==> src/rtl/nrp_pkg.sv <==
package nrp_pkg;
  localparam int CMD_W       = 32;
  localparam int BUDGET_W    = 10;
  localparam int CS_FW       = 2;
  localparam int CS_LSB      = 22;
  localparam int RB_FLAG_BIT = 20;
  localparam int MARK_HI_BIT = 18;
  localparam int RDTERM_BIT  = 17;
  localparam int MARK_LO_BIT = 16;
  localparam int MODE_LSB    = 10;
  localparam int MODE_W      = 4;
  localparam logic [MODE_W-1:0] MODE_POLL = 4'hB;
  localparam logic [7:0] OP_STATUS = 8'h70;
  localparam logic [7:0] OP_READ0  = 8'h00;
  localparam int READY_BIT   = 6;

  typedef enum logic [3:0] {
    ST_IDLE, ST_DRAIN, ST_TWB, ST_STAT_LO, ST_STAT_HI, ST_GAP1, ST_GAP2,
    ST_RE_LO, ST_RE_HI, ST_RD0_LO, ST_RD0_HI
  } poll_state_e;

  typedef struct packed {
    logic [CS_FW-1:0]    cs;
    logic                rd_term;
    logic [BUDGET_W-1:0] budget;
  } wait_req_t;
endpackage

==> src/rtl/nrp_cmd_decode.sv <==
module nrp_cmd_decode
  import nrp_pkg::*;
(
  input  logic [CMD_W-1:0] word_i,
  output logic             hit_o,
  output wait_req_t        req_o
);
  always_comb begin
    hit_o = word_i[RB_FLAG_BIT] && word_i[MARK_HI_BIT] && word_i[MARK_LO_BIT]
         && (word_i[MODE_LSB +: MODE_W] == MODE_POLL);
    req_o.cs      = word_i[CS_LSB +: CS_FW];
    req_o.rd_term = word_i[RDTERM_BIT];
    req_o.budget  = word_i[BUDGET_W-1:0];
  end
endmodule

==> src/rtl/nrp_seq.sv <==
module nrp_seq
  import nrp_pkg::*;
#(
  parameter int TWB_W      = 8,
  parameter int RE_W       = 4,
  parameter int GAP_CYCLES = 5
) (
  input  logic             clk_i,
  input  logic             rst_ni,
  input  logic             start_i,
  input  wait_req_t        req_i,
  input  logic             queue_empty_i,
  input  logic [TWB_W-1:0] twb_cycles_i,
  input  logic [RE_W-1:0]  re_low_i,
  input  logic [7:0]       io_i,
  output poll_state_e      state_o,
  output logic [CS_FW-1:0] cs_o,
  output logic             rdy_evt_o,
  output logic             tmo_evt_o
);
  localparam int GAP_W = $clog2(GAP_CYCLES + 1);
  localparam int CNT_A = (TWB_W > RE_W) ? TWB_W : RE_W;
  localparam int CNT_W = (CNT_A > GAP_W) ? CNT_A : GAP_W;
  localparam logic [CNT_W-1:0] GAP_LOAD = CNT_W'(GAP_CYCLES - 1);

  poll_state_e         state_q;
  wait_req_t           req_q;
  logic [CNT_W-1:0]    cnt_q;
  logic [BUDGET_W-1:0] bud_q;
  logic                samp_q;
  logic [CNT_W-1:0]    re_load;
  logic                bud_out;

  assign re_load   = (re_low_i == '0) ? '0 : CNT_W'(re_low_i - 1'b1);
  assign bud_out   = (bud_q == '0);
  assign rdy_evt_o = (state_q == ST_RE_HI) && samp_q;
  assign tmo_evt_o = bud_out && ((state_q == ST_RE_LO) ||
                                 ((state_q == ST_RE_HI) && !samp_q));
  assign state_o   = state_q;
  assign cs_o      = req_q.cs;

  always_ff @(posedge clk_i or negedge rst_ni) begin
    if (!rst_ni) begin
      state_q <= ST_IDLE;
      req_q   <= '0;
      cnt_q   <= '0;
      bud_q   <= '0;
      samp_q  <= 1'b0;
    end else begin
      unique case (state_q)
        ST_IDLE: if (start_i) begin
          req_q   <= req_i;
          samp_q  <= 1'b0;
          state_q <= ST_DRAIN;
        end
        ST_DRAIN: if (queue_empty_i) begin
          if (twb_cycles_i == '0) state_q <= ST_STAT_LO;
          else begin
            cnt_q   <= CNT_W'(twb_cycles_i - 1'b1);
            state_q <= ST_TWB;
          end
        end
        ST_TWB: begin
          if (cnt_q == '0) state_q <= ST_STAT_LO;
          else cnt_q <= cnt_q - 1'b1;
        end
        ST_STAT_LO: state_q <= ST_STAT_HI;
        ST_STAT_HI: begin
          cnt_q   <= GAP_LOAD;
          state_q <= ST_GAP1;
        end
        ST_GAP1: begin
          if (cnt_q == '0) begin
            cnt_q   <= GAP_LOAD;
            state_q <= ST_GAP2;
          end else cnt_q <= cnt_q - 1'b1;
        end
        ST_GAP2: begin
          if (cnt_q == '0) begin
            cnt_q   <= re_load;
            bud_q   <= req_q.budget;
            state_q <= ST_RE_LO;
          end else cnt_q <= cnt_q - 1'b1;
        end
        ST_RE_LO: begin
          if (bud_out) state_q <= ST_IDLE;
          else begin
            bud_q <= bud_q - 1'b1;
            if (cnt_q == '0) begin
              samp_q  <= io_i[READY_BIT];
              state_q <= ST_RE_HI;
            end else cnt_q <= cnt_q - 1'b1;
          end
        end
        ST_RE_HI: begin
          if (samp_q) state_q <= req_q.rd_term ? ST_RD0_LO : ST_IDLE;
          else if (bud_out) state_q <= ST_IDLE;
          else begin
            bud_q   <= bud_q - 1'b1;
            cnt_q   <= re_load;
            state_q <= ST_RE_LO;
          end
        end
        ST_RD0_LO: state_q <= ST_RD0_HI;
        ST_RD0_HI: state_q <= ST_IDLE;
        default:   state_q <= ST_IDLE;
      endcase
    end
  end
endmodule

==> src/rtl/nrp_bus_drv.sv <==
module nrp_bus_drv
  import nrp_pkg::*;
#(
  parameter int NUM_CS = 4
) (
  input  poll_state_e      state_i,
  input  logic [CS_FW-1:0] cs_i,
  output logic [NUM_CS-1:0] ce_n_o,
  output logic             cle_o,
  output logic             we_n_o,
  output logic             re_n_o,
  output logic [7:0]       io_o,
  output logic             io_oe_o
);
  logic active, stat_lat, rd0_lat;

  always_comb begin
    stat_lat = (state_i == ST_STAT_LO) || (state_i == ST_STAT_HI);
    rd0_lat  = (state_i == ST_RD0_LO)  || (state_i == ST_RD0_HI);
    active   = !((state_i == ST_IDLE) || (state_i == ST_DRAIN) ||
                 (state_i == ST_TWB));
    cle_o    = stat_lat || rd0_lat;
    we_n_o   = !((state_i == ST_STAT_LO) || (state_i == ST_RD0_LO));
    re_n_o   = (state_i != ST_RE_LO);
    io_oe_o  = cle_o;
    io_o     = stat_lat ? OP_STATUS : (rd0_lat ? OP_READ0 : 8'h00);
  end

  for (genvar i = 0; i < NUM_CS; i++) begin : g_ce
    assign ce_n_o[i] = !(active && (cs_i == CS_FW'(i)));
  end
endmodule

==> src/rtl/nrp_flags.sv <==
module nrp_flags #(
  parameter int N = 2
) (
  input  logic         clk_i,
  input  logic         rst_ni,
  input  logic [N-1:0] set_i,
  input  logic [N-1:0] clr_i,
  output logic [N-1:0] q_o
);
  for (genvar i = 0; i < N; i++) begin : g_bit
    always_ff @(posedge clk_i or negedge rst_ni) begin
      if (!rst_ni) q_o[i] <= 1'b0;
      else         q_o[i] <= set_i[i] | (q_o[i] & ~clr_i[i]);
    end
  end
endmodule

==> src/rtl/nand_rdy_poll.sv <==
module nand_rdy_poll
  import nrp_pkg::*;
#(
  parameter int NUM_CS     = 4,
  parameter int TWB_W      = 8,
  parameter int RE_W       = 4,
  parameter int GAP_CYCLES = 5
) (
  input  logic              clk_i,
  input  logic              rst_ni,
  input  logic              cmd_valid_i,
  input  logic [31:0]       cmd_word_i,
  output logic              cmd_ready_o,
  input  logic              queue_empty_i,
  input  logic [TWB_W-1:0]  twb_cycles_i,
  input  logic [RE_W-1:0]   re_low_i,
  input  logic              cfg_irq_en_i,
  input  logic              clr_irq_i,
  input  logic              clr_tmo_i,
  output logic [NUM_CS-1:0] ce_n_o,
  output logic              cle_o,
  output logic              we_n_o,
  output logic              re_n_o,
  output logic [7:0]        io_o,
  output logic              io_oe_o,
  input  logic [7:0]        io_i,
  output logic              irq_o,
  output logic              timeout_o
);
  logic             hit, start, rdy_evt, tmo_evt;
  wait_req_t        req;
  poll_state_e      state;
  logic [CS_FW-1:0] cs;
  logic [1:0]       flags;

  assign cmd_ready_o = (state == ST_IDLE);
  assign start       = cmd_valid_i && cmd_ready_o && hit;

  nrp_cmd_decode u_dec (.word_i(cmd_word_i), .hit_o(hit), .req_o(req));

  nrp_seq #(.TWB_W(TWB_W), .RE_W(RE_W), .GAP_CYCLES(GAP_CYCLES)) u_seq (
    .clk_i, .rst_ni, .start_i(start), .req_i(req),
    .queue_empty_i, .twb_cycles_i, .re_low_i, .io_i,
    .state_o(state), .cs_o(cs), .rdy_evt_o(rdy_evt), .tmo_evt_o(tmo_evt)
  );

  nrp_bus_drv #(.NUM_CS(NUM_CS)) u_bus (
    .state_i(state), .cs_i(cs), .ce_n_o, .cle_o, .we_n_o, .re_n_o,
    .io_o, .io_oe_o
  );

  nrp_flags #(.N(2)) u_flags (
    .clk_i, .rst_ni,
    .set_i({tmo_evt, rdy_evt && cfg_irq_en_i}),
    .clr_i({clr_tmo_i, clr_irq_i}),
    .q_o(flags)
  );

  assign irq_o     = flags[0];
  assign timeout_o = flags[1];
endmodule

==> config.mk <==
export PLATFORM = sky130hd
export DESIGN_NAME = nand_rdy_poll
export DESIGN_NICKNAME = d
export VERILOG_FILES = /design/src/rtl/nrp_pkg.sv /design/src/rtl/nrp_cmd_decode.sv /design/src/rtl/nrp_seq.sv /design/src/rtl/nrp_bus_drv.sv /design/src/rtl/nrp_flags.sv /design/src/rtl/nand_rdy_poll.sv
export SDC_FILE = /design/constraint.sdc
export NUM_CORES = 1
export LEC_CHECK = 0
export ABC_AREA = 1
export BUFFER_PORTS_ARGS = -buffer_cell sky130_fd_sc_hd__clkbuf_2
export CAP_MARGIN = 20
export CORE_ASPECT_RATIO = 0.5
export CORE_MARGIN = 2
export CORE_UTILIZATION = 48
export CTS_CLUSTER_DIAMETER = 60
export DETAILED_ROUTE_END_ITERATION = 6
export PLACE_DENSITY = 0.76
export SYNTH_ARGS = -nofsm -noshare
export SYNTH_HDL_FRONTEND = slang
export SYNTH_SLANG_ARGS = --single-unit
==> constraint.sdc <==
create_clock -name clk_i -period 1.6 [get_ports clk_i]
set_input_delay 0.16 -clock clk_i [delete_from_list [all_inputs] [get_ports clk_i]]
set_output_delay 0.16 -clock clk_i [all_outputs]
set_load 0.01 [all_outputs]
==> results.json, run 1 <==
{
  "status": "finished, violations left",
  "failed_checks": "negative setup slack",
  "final_layout_size_suffix_gt1_frac": 0.482,
  "routed_wl_um": 9380,
  "final.setup.worst_slack_ns": -0.198,
  "ios": 78,
  "power.density_cell_area_nw_per_um2": 1980,
  "grt.met2_usage": 0.432,
  "first_global_vias": 2838,
  "netlist-cell-type-count": 36,
  "fp.dieW_um": 112,
  "track_usage": 0.233,
  "cts-root-buf": "sky130_fd_sc_hd__clkbuf_16",
  "die_height_um": 58.1,
  "worst_ep_required_time_ns": 1.77,
  "yosysSeqAreaShare": 0.338,
  "yosys.area.top_type": "sky130_fd_sc_hd__dfrtp_1",
  "final_nets": 588,
  "grt_antenna_before_repair": 0,
  "startpoint_types": "register",
  "final_core_util": 0.757,
  "post_synth_instance_area_um2": 2810,
  "async_flop_share": 1.00,
  "postRouteAntennaNets": 0,
  "grt_start_max_net_pins": 39,
  "setup-violations-final": 33,
  "area_growth_syn_to_layout_pct": 49.8,
  "firstDrtPassIters": 5,
  "ff_latch_area_um2": 956,
  "met1_usage": 0.291,
  "post-dp-hpwl_um": 5200,
  "synthMostInstantiatedCell": "sky130_fd_sc_hd__nand2_1",
  "max_cap_viol": 0,
  "drt_initial_violations": 280,
  "fp-row-count": 19,
  "cell_types_occupying_the_most_area_after_synthesis": "sky130_fd_sc_hd__dfrtp_1 34%, sky130_fd_sc_hd__nand2_1 17%, sky130_fd_sc_hd__inv_1 6.3%",
  "timing_worst_slew_pin_value_ns": 0.518,
  "ctsHtreeMaxLevel": 2,
  "irDropWorstVdd_uv": 972,
  "hold_viol_final": 0,
  "yosys_register_bits": 38,
  "gp_congestion": 0.927,
  "syn-instance-count": 406,
  "largest_fanout_on_the_critical_path": 8,
  "cts_buffers": 5,
  "global_route.usage.met3": 0.0387,
  "core-area_um2": 5560,
  "timing.final.max_slew_violations": 0,
  "cts_sinks": 38,
  "static-leakage-power_nw": 2.32,
  "first_pass_grt_wire_length_um": 12200,
  "period_share": 1.12,
  "clockBufferDepth": 2,
  "num-fill-cells": 376,
  "ws_path_type": "register to register",
  "die-area_um2": 6520,
  "cts.reportedPaths.clkPinSlew_ns": 0.06,
  "antenna_cells": 0,
  "maxClockFrequency_ghz": 0.556,
  "worstPathArrival_ns": 1.97,
  "cp-end-kind": "register",
  "rsz0062_at_grt": "true",
  "clock_skew_ns": 0.00515,
  "synth-edff-count": 0,
  "post_drt_wl_per_cell_um": 15.7,
  "hold_path.class": "input port to register",
  "route.vias.total": 3229,
  "post-route-drc-count": 0,
  "gr-max-usage-layer": "met2",
  "synth-warning-count": 0,
  "yosysTopAreaCellShare": 0.338,
  "global_route.overflow_total": 0,
  "insertion_delay_to_the_later_sink_of_the_worst_skew_pair_ns": 0.29,
  "detailedPlace.worstSlack_ns": -0.0731,
  "cts_tree": "yes",
  "initial_core_util": 0.505,
  "buffers_on_ports": 53,
  "final.min_clock_period_ns": 1.80,
  "timing.max_slew.rel_slack": 0.655,
  "postSynthAreaPerCell_um2": 6.92,
  "postSynth.topFlopCell": "sky130_fd_sc_hd__dfrtp_1",
  "multi_input_comb_area_um2": 1980,
  "drt-vias-per-instance": 5.40,
  "ranking_of_synthesized_cells_by_instance_count": "131 x sky130_fd_sc_hd__nand2_1, 47 x sky130_fd_sc_hd__inv_1, 42 x sky130_fd_sc_hd__nor2_1"
}
cell families after synthesis:
| logic type | after synthesis | share of synthesized area |
|---|---|---|
| DFF | 38 | 0.338 |
| other | 1 | 0.00133 |
| buffers and inverters | 65 | 0.108 |
| xor gates and xnor gates | 10 | 0.0312 |
| AOI/OAI and AO/OA | 42 | 0.0855 |
| muxes | 13 | 0.0521 |
| adders and majority gates | 5 | 0.0223 |
| and+or+nand+nor | 232 | 0.361 |
through the flow:
| stage | hold slack (ns) | total power, mW | std cells | instance area (um2) | setup TNS, ns |
|---|---|---|---|---|---|
| finish | 0.0540 | 8.36 | 598 | 4210 | -4.88 |
| global route | 0.0882 | 8.85 | 598 | 4210 | -6.12 |
| CTS | 0.0473 | 6.75 | 579 | 3710 | -0.0239 |
| detailed placement | 0.243 | 5.41 | 568 | 3430 | -0.812 |
| global placement | 0.241 | 5.34 | 568 | 3430 | -0.217 |
| floorplan | -0.136 | 4.01 | 410 | 2830 | 0 |
path summary, 6_finish.rpt:
kind / from / endpoint / slack (ns) / cells past startpoint
max: u_seq.state_o[2] / u_seq.bud_q[8] / -0.20 / 9
min: clr_tmo_i / u_flags.q_o[1] / 0.05 / 2
max reg2reg: u_seq.state_o[2] / u_seq.bud_q[8] / -0.20 / 9
min reg2reg: u_seq.bud_q[9] / u_seq.bud_q[9] / 0.49 / 2
max in group asynchronous: rst_ni / u_seq.state_o[2] / 0.74 / 3
min in group asynchronous: rst_ni / u_seq.cnt_q[3] / 0.47 / 3
power breakdown:
| part | switching (mW) | internal [mW] |
|---|---|---|
| sequential | 0.268 | 1.24 |
| clock | 0.426 | 0.618 |
| combinational | 3.39 | 2.42 |
sequential cells by signal (all words and copies together), names as in the netlist:
name / count
u_seq.bud_q: 10
u_flags.q_o: 2
u_seq.cs_o: 2
u_seq.cnt_q: 8
u_seq.req_q: 11
u_seq.state_o: 4
u_seq.samp_q: 1
final cells by class:
cell class / count / share of cell area
inverters: 52 / 0.0517
well taps: 73 / 0.0217
flip-flops and latches: 38 / 0.227
multi-input cells: 307 / 0.471
clock inverters: 2 / 0.00297
repair buffers: 119 / 0.190
repair inverters: 1 / 0.00267
clock buffers: 6 / 0.0330
layer usage:
metal  up-vias  part of all wire  routed length [um]
met3        54             0.063                 594
met5         -                 0                   0
met4         0             0.052                 483
li1       1507                 -                   -
met2       177              0.49                4600
met1      1491              0.39                3700
layout by cell type (no fill, tap or decap), drive strengths merged, types with 2 or more instances in the layout:
master  instances
clkbuf         59
ha              5
o21ai          32
nor3            4
conb            5
clkinv          2
nand3          29
nand3b          2
nand2         136
nor2           50
xor2           10
buf            65
inv            52
a21oi           8
nand4           6
dfrtp          38
or2             3
mux2           13
worst max-delay path, cell delays in order (launching register included):
cell and delay [ns]:
sky130_fd_sc_hd__dfrtp_2 0.46, sky130_fd_sc_hd__inv_4 0.09, sky130_fd_sc_hd__nor2_4 0.20, sky130_fd_sc_hd__nand2_4 0.15, sky130_fd_sc_hd__nand2_8 0.13, sky130_fd_sc_hd__nand4_1 0.16, sky130_fd_sc_hd__nand2_4 0.24, sky130_fd_sc_hd__clkinv_8 0.11
sky130_fd_sc_hd__nand2_2 0.08, sky130_fd_sc_hd__o21ai_2 0.04
repair_timing:
action                     CTS  global route
pin swaps                    5            29
hold buffers                 1             0
buffers inserted             2            19
setup endpoints to repair   30            43
resized for setup           39           106
hold endpoints to repair    38             0
cloned                       1             0
Power figures use the tool's default switching activity.
==> run 2: changes to the inputs <==
--- a/config.mk
+++ b/config.mk
@@ -16,4 +16,6 @@
 export PLACE_DENSITY = 0.76
 export SYNTH_ARGS = -nofsm -noshare
 export SYNTH_HDL_FRONTEND = slang
+export SYNTH_HIERARCHICAL = 1
 export SYNTH_SLANG_ARGS = --single-unit
+export TNS_END_PERCENT = 1
==> results.json, run 2 <==
{
  "crit_start": "u_seq/state_o[1]",
  "finalNonFillerCells": 667,
  "irDropWorstVdd_uv": 773,
  "antenna_cells": 0,
  "cp-end-kind": "register",
  "first_global_vias": 2775,
  "post-dp-hpwl_um": 5290,
  "die_height_um": 59.7,
  "seqPwrFrac": 0.173,
  "routed_wl_um": 9370,
  "first_pass_grt_wire_length_um": 12100,
  "worst_ep_required_time_ns": 1.75,
  "firstDrtPassIters": 5,
  "timing.final.max_slew_violations": 0,
  "combinationalPowerShare": 0.678,
  "initial_core_util": 0.494,
  "dpl-instance-area_um2": 3580,
  "regToRegEndpoint": "u_seq/state_o[1]",
  "muxShareOfSynthArea": 0,
  "cts-root-buf": "sky130_fd_sc_hd__clkbuf_16",
  "maxClockFrequency_ghz": 0.569,
  "largest_register_ffs": 11,
  "ranking_of_synthesized_cells_by_instance_count": "171 x sky130_fd_sc_hd__nand2_1, 63 x sky130_fd_sc_hd__inv_1, 46 x sky130_fd_sc_hd__nand3_1",
  "hold_path.class": "input port to register",
  "netlist-cell-type-count": 29,
  "power.share.clock": 0.149,
  "core-area_um2": 6030,
  "synth_compound_gate_area_share": 0.0676,
  "post-route-drc-count": 0,
  "final_cell_area_excluding_filler_cells_um2": 4350,
  "ios": 78,
  "worstPathArrival_ns": 1.91,
  "yosys.area.top_type": "sky130_fd_sc_hd__dfrtp_1",
  "internal_power_mw": 4.90,
  "top_regs": "u_seq/req_q x11, u_seq/bud_q x10, u_seq/cnt_q x8",
  "dp_cells": 641,
  "cts.reportedPaths.clkPinSlew_ns": 0.06,
  "grt_antenna_before_repair": 0,
  "clock_skew_ns": 0.00608,
  "clockBufferDepth": 2,
  "cts_buffers": 5,
  "synth-warning-count": 6,
  "synthMostInstantiatedCell": "sky130_fd_sc_hd__nand2_1",
  "post_synth_instance_area_um2": 2980,
  "fp-row-count": 20,
  "drt-vias-per-instance": 5.17,
  "static-leakage-power_nw": 2.42,
  "insertion_delay_to_the_later_sink_of_the_worst_skew_pair_ns": 0.29,
  "rsz0062_at_grt": "true",
  "yosys_register_bits": 38,
  "max_cap_viol": 0,
  "period_share": 1.10,
  "die-area_um2": 6900,
  "cell_types_occupying_the_most_area_after_synthesis": "sky130_fd_sc_hd__dfrtp_1 32%, sky130_fd_sc_hd__nand2_1 22%, sky130_fd_sc_hd__inv_1 7.9%",
  "final.setup.worst_slack_ns": -0.158,
  "postSynth.topFlopCell": "sky130_fd_sc_hd__dfrtp_1",
  "cts_sinks": 38,
  "failed_checks": "negative setup slack",
  "ctsHtreeMaxLevel": 2,
  "grt_start_max_net_pins": 39,
  "post_drt_wl_per_cell_um": 14.1,
  "buffers_on_ports": 53,
  "setup-violations-final": 33,
  "yosysTopAreaCellShare": 0.319,
  "fraction_of_power_spent_switching_nets": 0.454,
  "regMostFlops": "u_seq/req_q",
  "synth_simple_gate_area_share": 0.395,
  "r2r_start": "u_seq/state_o[1]",
  "hold_viol_final": 0,
  "ws_path_type": "register to register",
  "gp_congestion": 0.920,
  "area_growth_syn_to_layout_pct": 45.8,
  "yosysSeqAreaShare": 0.319,
  "route.vias.total": 3450,
  "power.density_cell_area_nw_per_um2": 2070,
  "post_synth_adder_cell_area": 0.0210,
  "final_layout_size_suffix_gt1_frac": 0.380,
  "track_usage": 0.225,
  "synth_top_family_by_area": "simple AND/OR/NAND/NOR gates",
  "switching_power_of_the_nets_mw": 4.07,
  "postRouteAntennaNets": 0,
  "syn-instance-count": 469,
  "largest_fanout_on_the_critical_path": 6,
  "drt_initial_violations": 285,
  "r2r_cells": 10,
  "status": "finished, violations left",
  "timing.critical_path.to": "u_seq/state_o[1]",
  "postSynthAreaPerCell_um2": 6.36,
  "synth_xor_xnor_area_share": 0.0352,
  "most_frequent_cells_in_the_layout": "153 x sky130_fd_sc_hd__nand2_1, 59 x sky130_fd_sc_hd__buf_4, 54 x sky130_fd_sc_hd__inv_1",
  "layout_commonest_cell": "sky130_fd_sc_hd__nand2_1",
  "fin_setup_tns_ns": -1.61,
  "async_flop_share": 1.00,
  "r2r_slack_ns": -0.16,
  "fp.dieW_um": 115,
  "global_route.overflow_total": 0,
  "startpoint_types": "register",
  "synth-edff-count": 0,
  "final_nets": 642,
  "cts_tree": "yes",
  "final.min_clock_period_ns": 1.76
}
-- run 2: changes by cell type in the layout (fill, tap and decap cells not counted), sizes merged, moves of 3 or more --
| cell | previous run | this run |
|---|---|---|
| a21oi | 8 | 12 |
| buf | 65 | 81 |
| clkbuf | 59 | 53 |
| nand4 | 6 | 3 |
| nand3 | 29 | 47 |
| mux2 | 13 | 0 |
| nor3 | 4 | 0 |
| nor2 | 50 | 45 |
| o21ai | 32 | 23 |
| inv | 52 | 68 |
| nand2 | 136 | 178 |
-- run 2: kinds of logic (layout without fill, tap and decap cells) --
kind of cell	count (synthesis)	count (layout)
and+or+nand+nor	277	277
buffers and inverters	99	205
DFF	38	38
AOI/OAI and AO/OA	37	37
xor gates and xnor gates	12	12
adders and majority gates	5	5
other	1	5
-- run 2: cell type report --
cell class | count | area (um2)
Multi-Input combinational cell | 336 | 1870
Fill cell | 436 | 1680
Sequential cell | 38 | 955
Timing Repair Buffer | 129 | 945
Inverter | 68 | 265
Clock buffer | 6 | 139
Tap cell | 88 | 110
Clock inverter | 2 | 60.1
-- run 2: repair_timing --
action / CTS / global route
hold buffers: 1 / 0
setup buffers: 2 / 15
endpoints found under the hold margin: 38 / 0
pin swaps: 5 / 28
setup endpoints to repair: 31 / 47
gates resized for setup: 22 / 104
-- run 2: per-stage QoR --
stage                      util  setup slack [ns]  total power [mW]  hold slack, ns
after floorplan               -            0.0133              4.29          -0.136
after global placement    0.594           -0.0893              5.79           0.240
after detailed placement  0.594            -0.144              5.88           0.242
after CTS                 0.643           -0.0383              7.53          0.0677
after global routing      0.721            -0.211              9.55          0.0820
final                     0.721            -0.158              8.98          0.0682
-- run 2: how the worst min path moves through the flow --
stage,start,endpoint,slack (ns),depth (start not counted)
after CTS,cmd_word_i[0],u_seq/req_q[0],0.07,3
after global routing,cmd_word_i[0],u_seq/req_q[0],0.08,3
after detailed placement,rst_ni,u_seq/cnt_q[5],0.24,2
after global placement,rst_ni,u_seq/cnt_q[5],0.24,2
after floorplan,rst_ni,u_flags/q_o[0],-0.14,0
final,cmd_word_i[2],u_seq/req_q[2],0.07,3
-- run 2: per-layer routing --
layer / vias up / share of wire / GRT usage
li1: 1628 / - / -
met5: - / 0 / 0
met1: 1577 / 0.39 / 0.286
met2: 181 / 0.48 / 0.387
met3: 64 / 0.066 / 0.0426
met4: 0 / 0.059 / 0.0895
-- run 2: power groups by stage --
stage	Combinational [mW]	Sequential [mW]	Clock, mW
after floorplan	2.78	1.50	0
after detailed placement	4.37	1.51	0
after global placement	4.29	1.50	0
final	6.09	1.56	1.33
after CTS	4.69	1.51	1.33
after global routing	6.57	1.59	1.40
-- run 2: worst max-delay path: stages, from the launching register on --
cell and delay (ns):
sky130_fd_sc_hd__dfrtp_2 0.49, sky130_fd_sc_hd__inv_2 0.11, sky130_fd_sc_hd__nand2_1 0.15, sky130_fd_sc_hd__buf_4 0.20
sky130_fd_sc_hd__nor2_2 0.12, sky130_fd_sc_hd__a21oi_1 0.06, sky130_fd_sc_hd__nand2_1 0.07, sky130_fd_sc_hd__nand2_2 0.07
sky130_fd_sc_hd__buf_4 0.14, sky130_fd_sc_hd__nand3_1 0.11, sky130_fd_sc_hd__nand2_1 0.11
